## src/rtl/rail_sequencer.sv

```systemverilog
module rail_sequencer #(
  parameter int TICK_DIV = 25000,
  parameter int NR = 4
) (
  input  logic            clk,
  input  logic            rst,
  input  logic            pwr_hold,
  input  logic            lp_mode,
  input  logic [NR-1:0]   rail_good,
  input  logic [2*NR-1:0] slot_cfg,
  input  logic [3*NR-1:0] dly_cfg,
  input  logic [NR-1:0]   hib_on,
  input  logic [NR-1:0]   seq_en,
  input  logic [2:0]      rst_dly,
  output logic [NR-1:0]   rail_en,
  output logic            rst_n
);
  localparam int SW = 2;
  localparam int PW = $clog2(TICK_DIV + 1);
  localparam int TW = 10;

  typedef enum logic [2:0] {S_OFF, S_SEQ, S_RWAIT, S_ACT, S_DOWN, S_HIB} st_t;

  st_t           st;
  logic [SW-1:0] slot;
  logic [NR-1:0] kept, in_slot, due, later;
  logic [PW-1:0] pre;
  logic [TW-1:0] tk;
  logic          hib;

  function automatic logic [TW-1:0] ticks(input logic [2:0] c);
    return (c == 3'd0) ? '0 : TW'(1) << (c - 3'd1);
  endfunction

  for (genvar i = 0; i < NR; i++) begin : g_rail
    assign in_slot[i] = (slot_cfg[SW*i +: SW] == slot) && !kept[i];
    assign due[i]     = tk >= ticks(dly_cfg[3*i +: 3]);
    assign later[i]   = slot_cfg[SW*i +: SW] > slot;
  end

  wire step_done = &(~in_slot | (rail_en & rail_good));
  wire rst_due   = tk >= (ticks(rst_dly) << 2);
  wire tick      = pre == PW'(TICK_DIV - 1);

  always_ff @(posedge clk) begin
    if (rst) begin
      st <= S_OFF; rail_en <= '0; rst_n <= 1'b0; kept <= '0;
      slot <= '0; pre <= '0; tk <= '0; hib <= 1'b0;
    end else begin
      if (tick) begin
        pre <= '0;
        if (tk != '1) tk <= tk + 1'b1;
      end else begin
        pre <= pre + 1'b1;
      end
      case (st)
        S_OFF: if (pwr_hold) begin
          st <= S_SEQ; slot <= '0; kept <= '0; pre <= '0; tk <= '0;
        end
        S_SEQ: begin
          if (!pwr_hold) begin
            st <= S_DOWN; rst_n <= 1'b0; hib <= lp_mode;
          end else if (step_done) begin
            pre <= '0; tk <= '0;
            if (slot == '1) st <= S_RWAIT;
            else slot <= slot + 1'b1;
          end else begin
            rail_en <= rail_en | (in_slot & due);
          end
        end
        S_RWAIT: begin
          if (!pwr_hold) begin
            st <= S_DOWN; rst_n <= 1'b0; hib <= lp_mode;
          end else if (rst_due) begin
            st <= S_ACT; rst_n <= 1'b1;
          end
        end
        S_ACT: if (!pwr_hold) begin
          st <= S_DOWN; rst_n <= 1'b0; hib <= lp_mode;
        end
        S_DOWN: begin
          rail_en <= hib ? (rail_en & hib_on) : '0;
          st <= hib ? S_HIB : S_OFF;
        end
        S_HIB: begin
          if (pwr_hold) begin
            kept <= rail_en & hib_on & seq_en;
            rail_en <= rail_en & hib_on & seq_en;
            st <= S_SEQ; slot <= '0; pre <= '0; tk <= '0;
          end else if (!lp_mode) begin
            rail_en <= '0; st <= S_OFF;
          end
        end
        default: st <= S_OFF;
      endcase
    end
  end

  p_order_r2: assert property (@(posedge clk) disable iff (rst)
    (st == S_SEQ) |-> ((rail_en & later & ~kept) == '0));

  p_hib_keep_r6: assert property (@(posedge clk) disable iff (rst)
    (st == S_HIB) |-> ((rail_en & ~hib_on) == '0));

  p_off_dark_r7: assert property (@(posedge clk) disable iff (rst)
    (st == S_OFF) |-> (rail_en == '0 && !rst_n));

  p_kept_r8: assert property (@(posedge clk) disable iff (rst)
    (st == S_SEQ && $past(st) == S_HIB) |->
      (rail_en == ($past(rail_en) & $past(hib_on) & $past(seq_en))));

  p_rst_first_r10: assert property (@(posedge clk) disable iff (rst)
    (|($past(rail_en) & ~rail_en)) |-> !$past(rst_n));
endmodule

```

## config.mk

```make
export PLATFORM = sky130hd
export DESIGN_NAME = rail_sequencer
export DESIGN_NICKNAME = d
export VERILOG_FILES = /design/src/rtl/rail_sequencer.sv
export SDC_FILE = /design/constraint.sdc
export NUM_CORES = 1
export LEC_CHECK = 0
export ABC_AREA = 0
export ABC_CLOCK_PERIOD_IN_PS = 2250
export BUFFER_PORTS_ARGS = -buffer_cell sky130_fd_sc_hd__buf_2
export CAP_MARGIN = 10
export CORE_ASPECT_RATIO = 1.2
export CORE_UTILIZATION = 53
export CTS_CLUSTER_SIZE = 25
export DETAILED_ROUTE_END_ITERATION = 8
export PLACE_DENSITY = 0.77
export RECOVER_POWER = 25
export SYNTH_ARGS = -nofsm -noshare
export SYNTH_HDL_FRONTEND = slang
export SYNTH_SLANG_ARGS = --single-unit
```

## constraint.sdc

```tcl
create_clock -name clk -period 2.25 [get_ports clk]
set_clock_uncertainty 0.1 [all_clocks]
set_input_delay 0.3375 -clock clk [delete_from_list [all_inputs] [get_ports clk]]
set_output_delay 0.3375 -clock clk [all_outputs]
set_load 0.02 [all_outputs]
```

== Word level (Yosys, flattened, before mapping) ==
Index checks and enable logic that the tools add are counted.

* Equality and inequality tests: 25
* Shift-type cells: 5
* Add/sub/neg operators: 8
* Bitwise operators: 8
* Reduce and logical (&&, ||, !) cells: 28
* Order comparisons: 5
* Mux-type cells: 45

{| class="wikitable"
|+ Operator list
! cell !! number
|-
| 2-to-1 mux 10 bit || 9
|-
| 2-to-1 mux 15 bit || 4
|-
| >= comparator 10 bit || 5
|-
| << shifter 1 x 3 -> 10 bit, first input constant || 4
|-
| 2-to-1 mux 3 bit || 10
|-
| case mux 15 bit (2 select lines) || 1
|-
| 2-to-1 mux 4 bit || 7
|-
| case mux 10 bit (2 select lines) || 1
|-
| logical NOT 3 bit || 6
|-
| case mux 3 bit (6 select lines) || 1
|-
| bitwise AND 4 bit || 4
|-
| != test 2 bit, second input constant || 8
|-
| adder 15 x 1 -> 15 bit, second input constant || 1
|-
| == test 15 bit, second input constant || 1
|-
| subtractor 3 x 1 -> 3 bit, second input constant || 5
|-
| != test 3 bit, second input constant || 4
|-
| case mux 4 bit (3 select lines) || 1
|-
| adder 10 x 1 -> 10 bit, second input constant || 1
|-
| != test 10 bit, second input constant || 1
|-
| == test 2 bit || 4
|-
| 2-to-1 mux 2 bit || 4
|-
| 2-to-1 mux 8 bit || 1
|-
| OR 4 bit || 2
|-
| case mux 4 bit (2 select lines) || 1
|-
| other kinds (23) || 38
|}

* Flip-flop bits (word level): 40
* Output and inout port bits: 5
* Bits of input ports: 39
* Word-level logic and storage cells: 132

== Depth between registers and ports, before layout ==
Gate-level depths: netlist of the first run.

* Depth in word-level cells: 9
* Gate-level depth with buffers: 8
* Gate-level depth less buffers: 8

== Worst setup path after synthesis of the first run ==
OpenSTA, ideal clock, no wires.

* Kind: input to register
* Start: input port rst_dly[1]
* End: register st[2]
* Slack: 63 ps
* Cell stages on the path: 8
* Buffers on the path: 0
* Arrival: 1957 ps
* Library setup time: 130 ps
* Required time: 2020 ps
* Path through: or3b_2 > ha_1 > and4_1 > nand3_1 > o221ai_1 > o31ai_1 > a221oi_1 > nor3_1

* Longest elaborated chain between the ends: 6
* Elaborated cells on any way between the ends: 7
* Classes of those cells: add/sub (1); order compare (1); eq/ne (1); shift (1); mux (1); reduce/logical (2)

{| class="wikitable"
|+ Ends and longest elaborated chain
! element !! line !! RTL
|-
| start: declaration || 14 || <nowiki>input logic [2:0] rst_dly,</nowiki>
|-
| subtractor 3 x 1 -> 3 bit || 32 || <nowiki>return (c == 3'd0) ? '0 : TW'(1) << (c - 3'd1);</nowiki>
|-
| << shifter 1 x 3 -> 8 bit || 32 ||
|-
| 2-to-1 mux 8 bit (*) || 32 ||
|-
| >= comparator 10 bit (*) || 42 || <nowiki>wire rst_due = tk >= (ticks(rst_dly) << 2);</nowiki>
|-
| != test 3 bit (no line) (*) || - ||
|-
| AND reduction 6 bit (no line) (*) || - ||
|-
| end signal: assignment || 83 || <nowiki>st <= hib ? S_HIB : S_OFF;</nowiki>
|-
| end: declaration || 24 || <nowiki>st_t st;</nowiki>
|}

Every way passes the cells marked *; elsewhere a longest branch is shown, timed or not.
A chain may end at the register's enable or synchronous reset.

== Final worst setup path of the first run ==
* Start: register pre[10]
* End: register pre[8]

* Longest elaborated chain between the ends: 5
* Elaborated cells on any way between the ends: 6
* Classes of those cells: eq/ne (1); mux (5)

{| class="wikitable"
|+ Ends and longest elaborated chain
! element !! line !! RTL
|-
| start: declaration || 27 || <nowiki>logic [PW-1:0] pre;</nowiki>
|-
| start signal: assignment || 54 || <nowiki>pre <= pre + 1'b1;</nowiki>
|-
| == test 15 bit (*) || 43 || <nowiki>wire tick = pre == PW'(TICK_DIV - 1);</nowiki>
|-
| 2-to-1 mux 15 bit (*) || 50 || <nowiki>if (tick) begin</nowiki>
|-
| 2-to-1 mux 15 bit || 63 || <nowiki>end else if (step_done) begin</nowiki>
|-
| 2-to-1 mux 15 bit || 61 || <nowiki>if (!pwr_hold) begin</nowiki>
|-
| case mux 15 bit (2 select lines) (*) || 56 || <nowiki>case (st)</nowiki>
|}

Marked as above.

==> results of run 1 <==
## final cells by class
class	count	area, sq um
Tap cell	80	100
Multi-Input combinational cell	322	2410
Fill cell	484	1680
Timing Repair Buffer	86	546
Clock inverter	3	46.3
Clock buffer	5	68.8
Sequential cell	40	805
Inverter	13	48.8
## where the power goes
part           leakage, nW  internal, mW  switching [mW]
Clock               0.0548         0.334           0.274
Sequential           0.324         0.720          0.0213
Combinational         1.30         0.184           0.196
Total                 1.67          1.24           0.491
## per-layer routing
metal,global-route usage [%],up-vias
met2,43.6,49
met4,11.4,0
met1,25.6,1430
met5,0,-
met3,4.42,15
li1,-,1578
## how the worst min path moves through the flow
| stage | slack [ns] | depth (start not counted) | end |
|---|---|---|---|
| 6_report | 0.24 | 3 | kept[2] |
| 2_1_floorplan | 0.33 | 1 | pre[0] |
| 4_1_cts | 0.23 | 3 | kept[2] |
| 3_5_place_dp | 0.35 | 1 | pre[0] |
| 5_1_grt | 0.25 | 3 | kept[2] |
| 3_3_place_gp | 0.34 | 2 | kept[3] |
## cell families (layout without fill, tap and decap cells)
group	after synthesis	count (layout)	synth area share [%]
AOI/OAI and AO/OA	76	76	16.1
xor gates and xnor gates	29	29	7.99
adders and majority gates	44	44	17.3
buffers and inverters	25	107	3.23
DFF	40	40	25.2
muxes	3	3	0.984
other	1	5	0.118
and+or+nand+nor	165	165	29.1
## stage by stage
stage,utilization (%),worst slack [ns],hold slack [ns]
2_1_floorplan,-,0.0634,0.330
3_3_place_gp,66.2,-0.121,0.345
3_5_place_dp,66.2,-0.210,0.351
4_1_cts,68.9,0.0242,0.232
5_1_grt,70.5,-0.125,0.254
6_report,70.5,-0.0426,0.243
## placed cells by master, fill, tap and decap left out, types with 12 or more instances in the layout
| cell type | netlist | routed |
|---|---|---|
| nand2_1 | 26 | 25 |
| inv_1 | 13 | 13 |
| buf_4 | 1 | 38 |
| xor2_1 | 19 | 19 |
| nand3b_1 | 15 | 15 |
| nand3_1 | 14 | 14 |
| nor2_1 | 34 | 24 |
| nand4_1 | 12 | 12 |
| a21oi_1 | 25 | 25 |
| buf_2 | 4 | 39 |
| dfxtp_1 | 40 | 37 |
| nor3_1 | 16 | 15 |
| ha_1 | 44 | 44 |
## state kept, by name, indices dropped and copies added, names as in the netlist
signal / cells
rst_n: 1
kept: 4
rail_en: 4
tk: 10
hib: 1
st: 3
pre: 15
slot: 2
## critical path: cells and delay by family (launching register included)
kind                   cells  cell delay [ns]
AND/OR/NAND/NOR            4             1.41
flip-flops                 1             0.33
buffers and inverters      1             0.18
AO/OA/AOI/OAI              1             0.16
## repair_timing
action / 4_1_cts / 5_1_grt
resized for setup: 8 / 26
buffers inserted: 0 / 1
hold endpoints to repair: 0 / 0
gates cloned: 0 / 1
endpoints found under the setup margin: 20 / 30
pin swaps: 0 / 15
==> results.yml, run 1 <==
status:
  status: "finished with violations"
  violations: "setup timing"
critical_path:
  critPathSlowestCell: "or4_4"
  r2r_setup_slack_ns: -0.04
  start_kind: "flop"
  worst_ep_required_time_ns: 2.35
  worst_ep_arrival_time_ns: 2.39
  crit_start: "pre[10]"
  end_kind: "flop"
  crit_top_cell: "or4_4"
  reg2reg_depth: 6
  r2r-end: "pre[8]"
  criticalPathCategory: "reg -> reg"
  path_max_fanout: 7
  max_stage_delay_ns: 0.64
  reg2reg_from: "pre[10]"
  crit_path_cell_trace: "or4_4 > or4_4 > or2b_1 > a41o_1 > buf_6 > nor2_1"
  critPathCapture: "pre[8]"
grt:
  grt-ovfl-total: 0
  grt_max_degree: 20
  grt_pass1_vias: 2818
  grtUsageTotal_pct: 23.7
  antenna_found_initial: 0
  grt_pass1_wl_um: 11800
sta:
  hold_viol_final: 0
  slew_violations: 0
  setup_viol: 18
  slew_headroom_pct: 63.5
  rsz0062_at_grt: "true"
  worst_pin_slew_ns: 0.534
  tns_ns: -0.425
  fin_crit_sh_pct: 102
  layout_min_cycle_time_ns: 2.29
  max_clock_freq_mhz: 436
  fin_ws_ns: -0.0426
logic_synthesis:
  synth-main-ff-cell: "dfxtp_1"
  synth_cells: 383
  syn_area_per_cell_sq_um: 8.30
  synth.distinct_cells: 52
  synth-edff-count: 0
  synthTopCellsByCount: "44 x ha_1, 40 x dfxtp_1, 34 x nor2_1"
  ys_seq_elements: 40
  yosysMostFrequentCell: "ha_1"
  yosys.area.top_type_share_pct: 25.2
  yosysWarnings: 0
  syn_area_sq_um: 3180
  synth_top_cell_by_area: "dfxtp_1"
  ys_async_sr_fraction_pct: 0
  ys_top_cells_by_area: "dfxtp_1 25%, ha_1 17%, xor2_1 5.2%"
  yosysSeqAreaShare_pct: 25.2
finish:
  layout.cells.non_filler: 549
  nNetsFinal: 551
  antennaDiodeCount: 0
  syn2layout_area_growth_pct: 26.6
  drive_gt1_share_pct: 26.9
  fin_area_sq_um: 4020
clock_network:
  clk_pin_slew_ns: 0.08
  insertion_delay_ns: 0.30
  cts_tree: "done"
  cts.root.buffer_cell: "clkbuf_8"
  cts_buffers: 5
  cts.sinks: 40
  postCtsHoldBufs: 0
  clock_path_buffers: 2
  htreeDepth: 2
route:
  dr_wl_met2_um: 3820
  vias_per_cell: 5.60
  first_iter_violations: 75
  vias: 3072
  drc: 0
  wl_met3_um: 200
  first_pass_iters: 4
  top_layer: "met4"
  wl_met1_um: 3210
  ant_nets: 0
  wire_per_inst_um: 13.5
  finalWirelength_um: 7390
power_and_ir_drop:
  total_leakage_power_nw: 1.67
  power.density_nw_per_um2: 430
  worst_ir_drop_vdd_uv: 394
  power_mw: 1.73
floorplan:
  die_h_um: 86.8
  die_w_um: 72.7
  rows: 30
  start_util_pct: 55.7
  io_pins: 44
  core_sq_um: 5710
  dieArea_sq_um: 6310
place:
  gp_congestion: 0.852
  dpl.cell_count: 539
  hpwl_um: 5690
  dpl_cell_area_sq_um: 3780
  port_buffers: 43
min_path:
  min_path_type: "in -> reg"
  min_from: "hib_on[2]"
run:
  cap_violations: 0
No activity file was read; power rests on OpenSTA's default activity.
==> inputs of run 2 (changes only) <==
Settings changed: ABC_CLOCK_PERIOD_IN_PS 2250 to 2800, CORE_UTILIZATION 53 to 59, PLACE_DENSITY 0.77 to 0.82.
Clock period 2.25 ns to 2.8 ns, I/O delays scaled along.
==> results.yml, run 2 (same netlist as run 1, synthesis figures left out) <==
sta:
  worst_pin_slew_ns: 0.666
  max_clock_freq_mhz: 409
  tns_ns: 0
  setup_viol: 0
  layout_min_cycle_time_ns: 2.44
  slew_violations: 0
  fin_crit_sh_pct: 87.3
  hold_viol_final: 0
  rsz0062_at_grt: "false"
  slew_headroom_pct: 55.5
power_and_ir_drop:
  worst_ir_drop_vdd_uv: 323
  power_mw: 1.32
  power.density_nw_per_um2: 369
  total_leakage_power_nw: 1.47
min_path:
  min_path_type: "in -> reg"
  whs_path_depth: 3
  min_from: "hib_on[1]"
clock_network:
  cts_buffers: 5
  cts_tree: "done"
  htreeDepth: 2
  postCtsSetupBuffers: 0
  cts.sinks: 40
  clock_path_buffers: 2
  clk_pin_slew_ns: 0.08
  cts.root.buffer_cell: "clkbuf_8"
  cts.repair.resized: 0
  insertion_delay_ns: 0.30
  postCtsHoldBufs: 0
finish:
  finish.utilization_pct: 70.7
  reg.largest.list: "pre: 15 flops, tk: 10 flops"
  layout.cells.non_filler: 491
  final_cell_mix: "44 x ha_1, 40 x dfxtp_1, 38 x buf_2"
  syn2layout_area_growth_pct: 12.2
  drive_gt1_share_pct: 15.5
  seq_area_sq_um: 801
  fill_cells: 421
  regMostFlops: "pre"
  final_common_cell: "ha_1"
  multi_input_area_sq_um: 2280
  nNetsFinal: 513
  antennaDiodeCount: 0
  largest_reg_flops: 15
critical_path:
  critPathCapture: "tk[8]"
  reg2reg_depth: 6
  worst_ep_required_time_ns: 2.87
  worst_ep_arrival_time_ns: 2.52
  path_max_fanout: 10
  r2r_setup_slack_ns: 0.36
  crit_start: "slot[0]"
  end_kind: "flop"
  start_kind: "flop"
  criticalPathCategory: "reg -> reg"
  max_stage_delay_ns: 0.61
  critPathSlowestCell: "a2111oi_0"
  reg2reg_from: "slot[0]"
  crit_path_cell_trace: "xor2_1 > a2111oi_0 > a2111oi_0 > nand2b_1 > a41o_1 > nor3_1"
  crit_top_cell: "a2111oi_0"
  r2r-end: "tk[8]"
grt:
  grt_pass1_vias: 2637
  grt_pass1_wl_um: 11600
  grtUsageTotal_pct: 24.6
  grt-ovfl-total: 0
  grt_max_degree: 20
  antenna_found_initial: 0
route:
  first_pass_iters: 4
  wl_met1_um: 3140
  drc: 0
  ant_nets: 0
  wl_met3_um: 191
  first_iter_violations: 151
  top_layer: "met4"
  vias_per_cell: 5.98
  wire_per_inst_um: 14.2
  dr_wl_met2_um: 3560
  vias: 2936
  finalWirelength_um: 6970
floorplan:
  io_pins: 44
  start_util_pct: 63.0
  rows: 28
  dieArea_sq_um: 5690
  die_w_um: 69.0
  die_h_um: 82.4
  core_sq_um: 5040
status:
  status: "finished clean"
run:
  cap_violations: 0
place:
  gp_congestion: 0.795
  port_buffers: 43
  hpwl_um: 5440
  dpl.cell_count: 483
[run 2: metal layers]
metal	vias to the layer above	track usage [%]
met5	-	0
met4	0	7.76
met3	9	3.76
met2	46	47.3
met1	1378	28.2
li1	1503	-
[run 2: worst min path at each step]
stage	endpoint	slack, ns
after floorplan	pre[0]	0.33
after global placement	kept[3]	0.35
after detailed placement	kept[3]	0.35
after CTS	kept[2]	0.31
after global routing	kept[2]	0.32
final	kept[1]	0.32
[run 2: cell type report]
cell class,instances,share of cell area (%)
clock buffers,5,1.93
multi-input cells,322,64.0
well taps,60,2.10
flip-flops and latches,40,22.4
inverters,13,1.37
repair buffers,48,6.80
clock inverters,3,1.30
[run 2: metrics by stage]
stage	hold WS (ns)	area, sq um	worst slack [ns]
2_1_floorplan	0.330	3190	0.531
3_3_place_gp	0.346	3470	0.305
3_5_place_dp	0.349	3470	0.214
4_1_cts	0.313	3580	0.354
5_1_grt	0.316	3570	0.154
6_report	0.323	3570	0.356
[run 2: worst max-delay path: cells and delay by family (launching register included)]
kind | cells | cell delay, ns
and+or+nand+nor | 2 | 0.34
DFF | 1 | 0.51
AOI/OAI and AO/OA | 3 | 1.16
xor gates and xnor gates | 1 | 0.21
[run 2: report_power, final]
| part | leakage, nW | switching (mW) | internal (mW) |
|---|---|---|---|
| Combinational | 1.09 | 0.133 | 0.103 |
| Sequential | 0.323 | 0.0163 | 0.578 |
| Clock | 0.0548 | 0.217 | 0.268 |
| Total | 1.47 | 0.366 | 0.950 |
==> inputs of run 3 (changes only) <==
Settings changed: ABC_CLOCK_PERIOD_IN_PS 2800 to 3100, BUFFER_PORTS_ARGS -buffer_cell sky130_fd_sc_hd__buf_2 to -buffer_cell sky130_fd_sc_hd__buf_4.
Clock period 2.8 ns to 3.1 ns, I/O delays scaled along.
==> results.yml, run 3 (same netlist as run 1, synthesis figures left out) <==
critical_path:
  reg2reg_depth: 6
  criticalPathCategory: "reg -> reg"
  r2r-end: "pre[5]"
  reg2reg_from: "slot[0]"
  cp_num_buf_inv: 0
  critPathTopFamily: "compound AO/OA/AOI/OAI gates"
  worst_ep_arrival_time_ns: 2.62
  worst_ep_required_time_ns: 3.17
  critPathSlowestCell: "a2111oi_2"
  r2r_setup_slack_ns: 0.54
  crit_path_cell_trace: "xor2_1 > a2111oi_0 > a2111oi_2 > nand2b_1 > a41o_1 > nor2_1"
  start_kind: "flop"
  path_max_fanout: 15
  max_stage_delay_ns: 0.68
  end_kind: "flop"
min_path:
  min_path_type: "in -> reg"
  whs_path_depth: 3
  min_from: "lp_mode"
  hold_end: "hib"
sta:
  setup_viol: 0
  tns_ns: 0
  worst_pin_slew_ns: 0.709
  fin_crit_sh_pct: 82.5
  slew_violations: 0
  slew_headroom_pct: 52.4
  hold_viol_final: 0
  layout_min_cycle_time_ns: 2.56
  max_clock_freq_mhz: 391
  rsz0062_at_grt: "false"
floorplan:
  io_pins: 44
  die_w_um: 69.0
  rows: 28
  dieArea_sq_um: 5690
  start_util_pct: 63.0
  die_h_um: 82.4
  core_sq_um: 5040
route:
  wire_per_inst_um: 14.3
  vias: 2898
  dr_wl_met2_um: 3510
  first_iter_violations: 109
  top_layer: "met4"
  first_pass_iters: 5
  wl_met1_um: 3100
  finalWirelength_um: 6960
  vias_per_cell: 5.96
  drc: 0
  wl_met3_um: 258
  ant_nets: 0
grt:
  grt_pass1_vias: 2671
  grtUsageTotal_pct: 25.6
  grt-ovfl-total: 0
  grt_max_degree: 20
  antenna_found_initial: 0
  grt_pass1_wl_um: 11900
place:
  gp_congestion: 0.875
  port_buffers: 43
  hpwl_um: 5330
run:
  cap_violations: 0
finish:
  antennaDiodeCount: 0
  reg.largest.list: "pre: 15 flops, tk: 10 flops"
  syn2layout_area_growth_pct: 14.5
  fill_cells: 410
  regMostFlops: "pre"
  finish.utilization_pct: 72.2
  largest_reg_flops: 15
  final_cell_mix: "44 x ha_1, 40 x dfxtp_1, 38 x buf_4"
  drive_gt1_share_pct: 15.0
  nNetsFinal: 508
  final_common_cell: "ha_1"
clock_network:
  clk_pin_slew_ns: 0.08
  postCtsSetupBuffers: 0
  cts.root.buffer_cell: "clkbuf_8"
  cts.repair.resized: 0
  cts.sinks: 40
  htreeDepth: 2
  cts_buffers: 5
  insertion_delay_ns: 0.30
  cts_tree: "done"
  postCtsHoldBufs: 0
  clock_path_buffers: 2
status:
  status: "finished clean"
power_and_ir_drop:
  total_leakage_power_nw: 1.49
  power.density_nw_per_um2: 333
  worst_ir_drop_vdd_uv: 361
run 3: cell count changes in the layout (fill, tap and decap cells not counted), sizes merged:
cell | previous run | this run
clkinv | 0 | 1
inv | 14 | 13
clkinvlp | 1 | 0
buf | 42 | 38
run 3: how the worst max path moves through the flow:
| stage | endpoint | start | cells after the start |
|---|---|---|---|
| after floorplan | st[2] | rst_dly[1] | 8 |
| after global placement | st[2] | rst_dly[1] | 9 |
| after detailed placement | st[2] | rst_dly[1] | 9 |
| after CTS | pre[5] | slot[0] | 6 |
| after global routing | pre[8] | slot[0] | 6 |
| final | pre[5] | slot[0] | 6 |
run 3: worst reg2reg max path, cell delays in order (launching register included):
cell and delay, ns:
dfxtp_1 0.52, xor2_1 0.23, a2111oi_0 0.12, a2111oi_2 0.68, nand2b_1 0.21, a41o_1 0.48, nor2_1 0.09
run 3: layout make-up:
cell class / instances / area, sq um / share of cell area, %
Clock buffer: 6 / 82.6 / 2.27
Multi-Input combinational cell: 322 / 2290 / 62.9
Sequential cell: 40 / 801 / 22.0
Inverter: 13 / 48.8 / 1.34
Tap cell: 60 / 75.1 / 2.06
Clock inverter: 2 / 38.8 / 1.07
Timing Repair Buffer: 43 / 304 / 8.35
run 3: where the power goes:
group          leakage, nW  internal, mW  total, mW  switching [mW]
Sequential           0.323         0.522      0.540          0.0176
Clock               0.0614         0.263      0.449           0.186
Combinational         1.10         0.104      0.223           0.119
Total                 1.49         0.889       1.21           0.323
run 3: through the flow:
| stage | hold slack (ns) | instance area [sq um] | instances | power, mW | worst slack (ns) |
|---|---|---|---|---|---|
| 3_3_place_gp | 0.346 | 3540 | 478 | 0.763 | 0.567 |
| 3_5_place_dp | 0.360 | 3540 | 478 | 0.770 | 0.523 |
| 2_1_floorplan | 0.330 | 3190 | 387 | 0.690 | 0.786 |
| 6_report | 0.364 | 3640 | 486 | 1.21 | 0.544 |
| 4_1_cts | 0.359 | 3660 | 486 | 1.22 | 0.553 |
| 5_1_grt | 0.364 | 3640 | 486 | 1.27 | 0.275 |
run 3: metal layers:
| layer | vias to the layer above | global-route usage (%) |
|---|---|---|
| li1 | 1488 | - |
| met1 | 1350 | 30.5 |
| met2 | 49 | 46.6 |
| met3 | 11 | 4.98 |
| met4 | 0 | 8.37 |
| met5 | - | 0 |
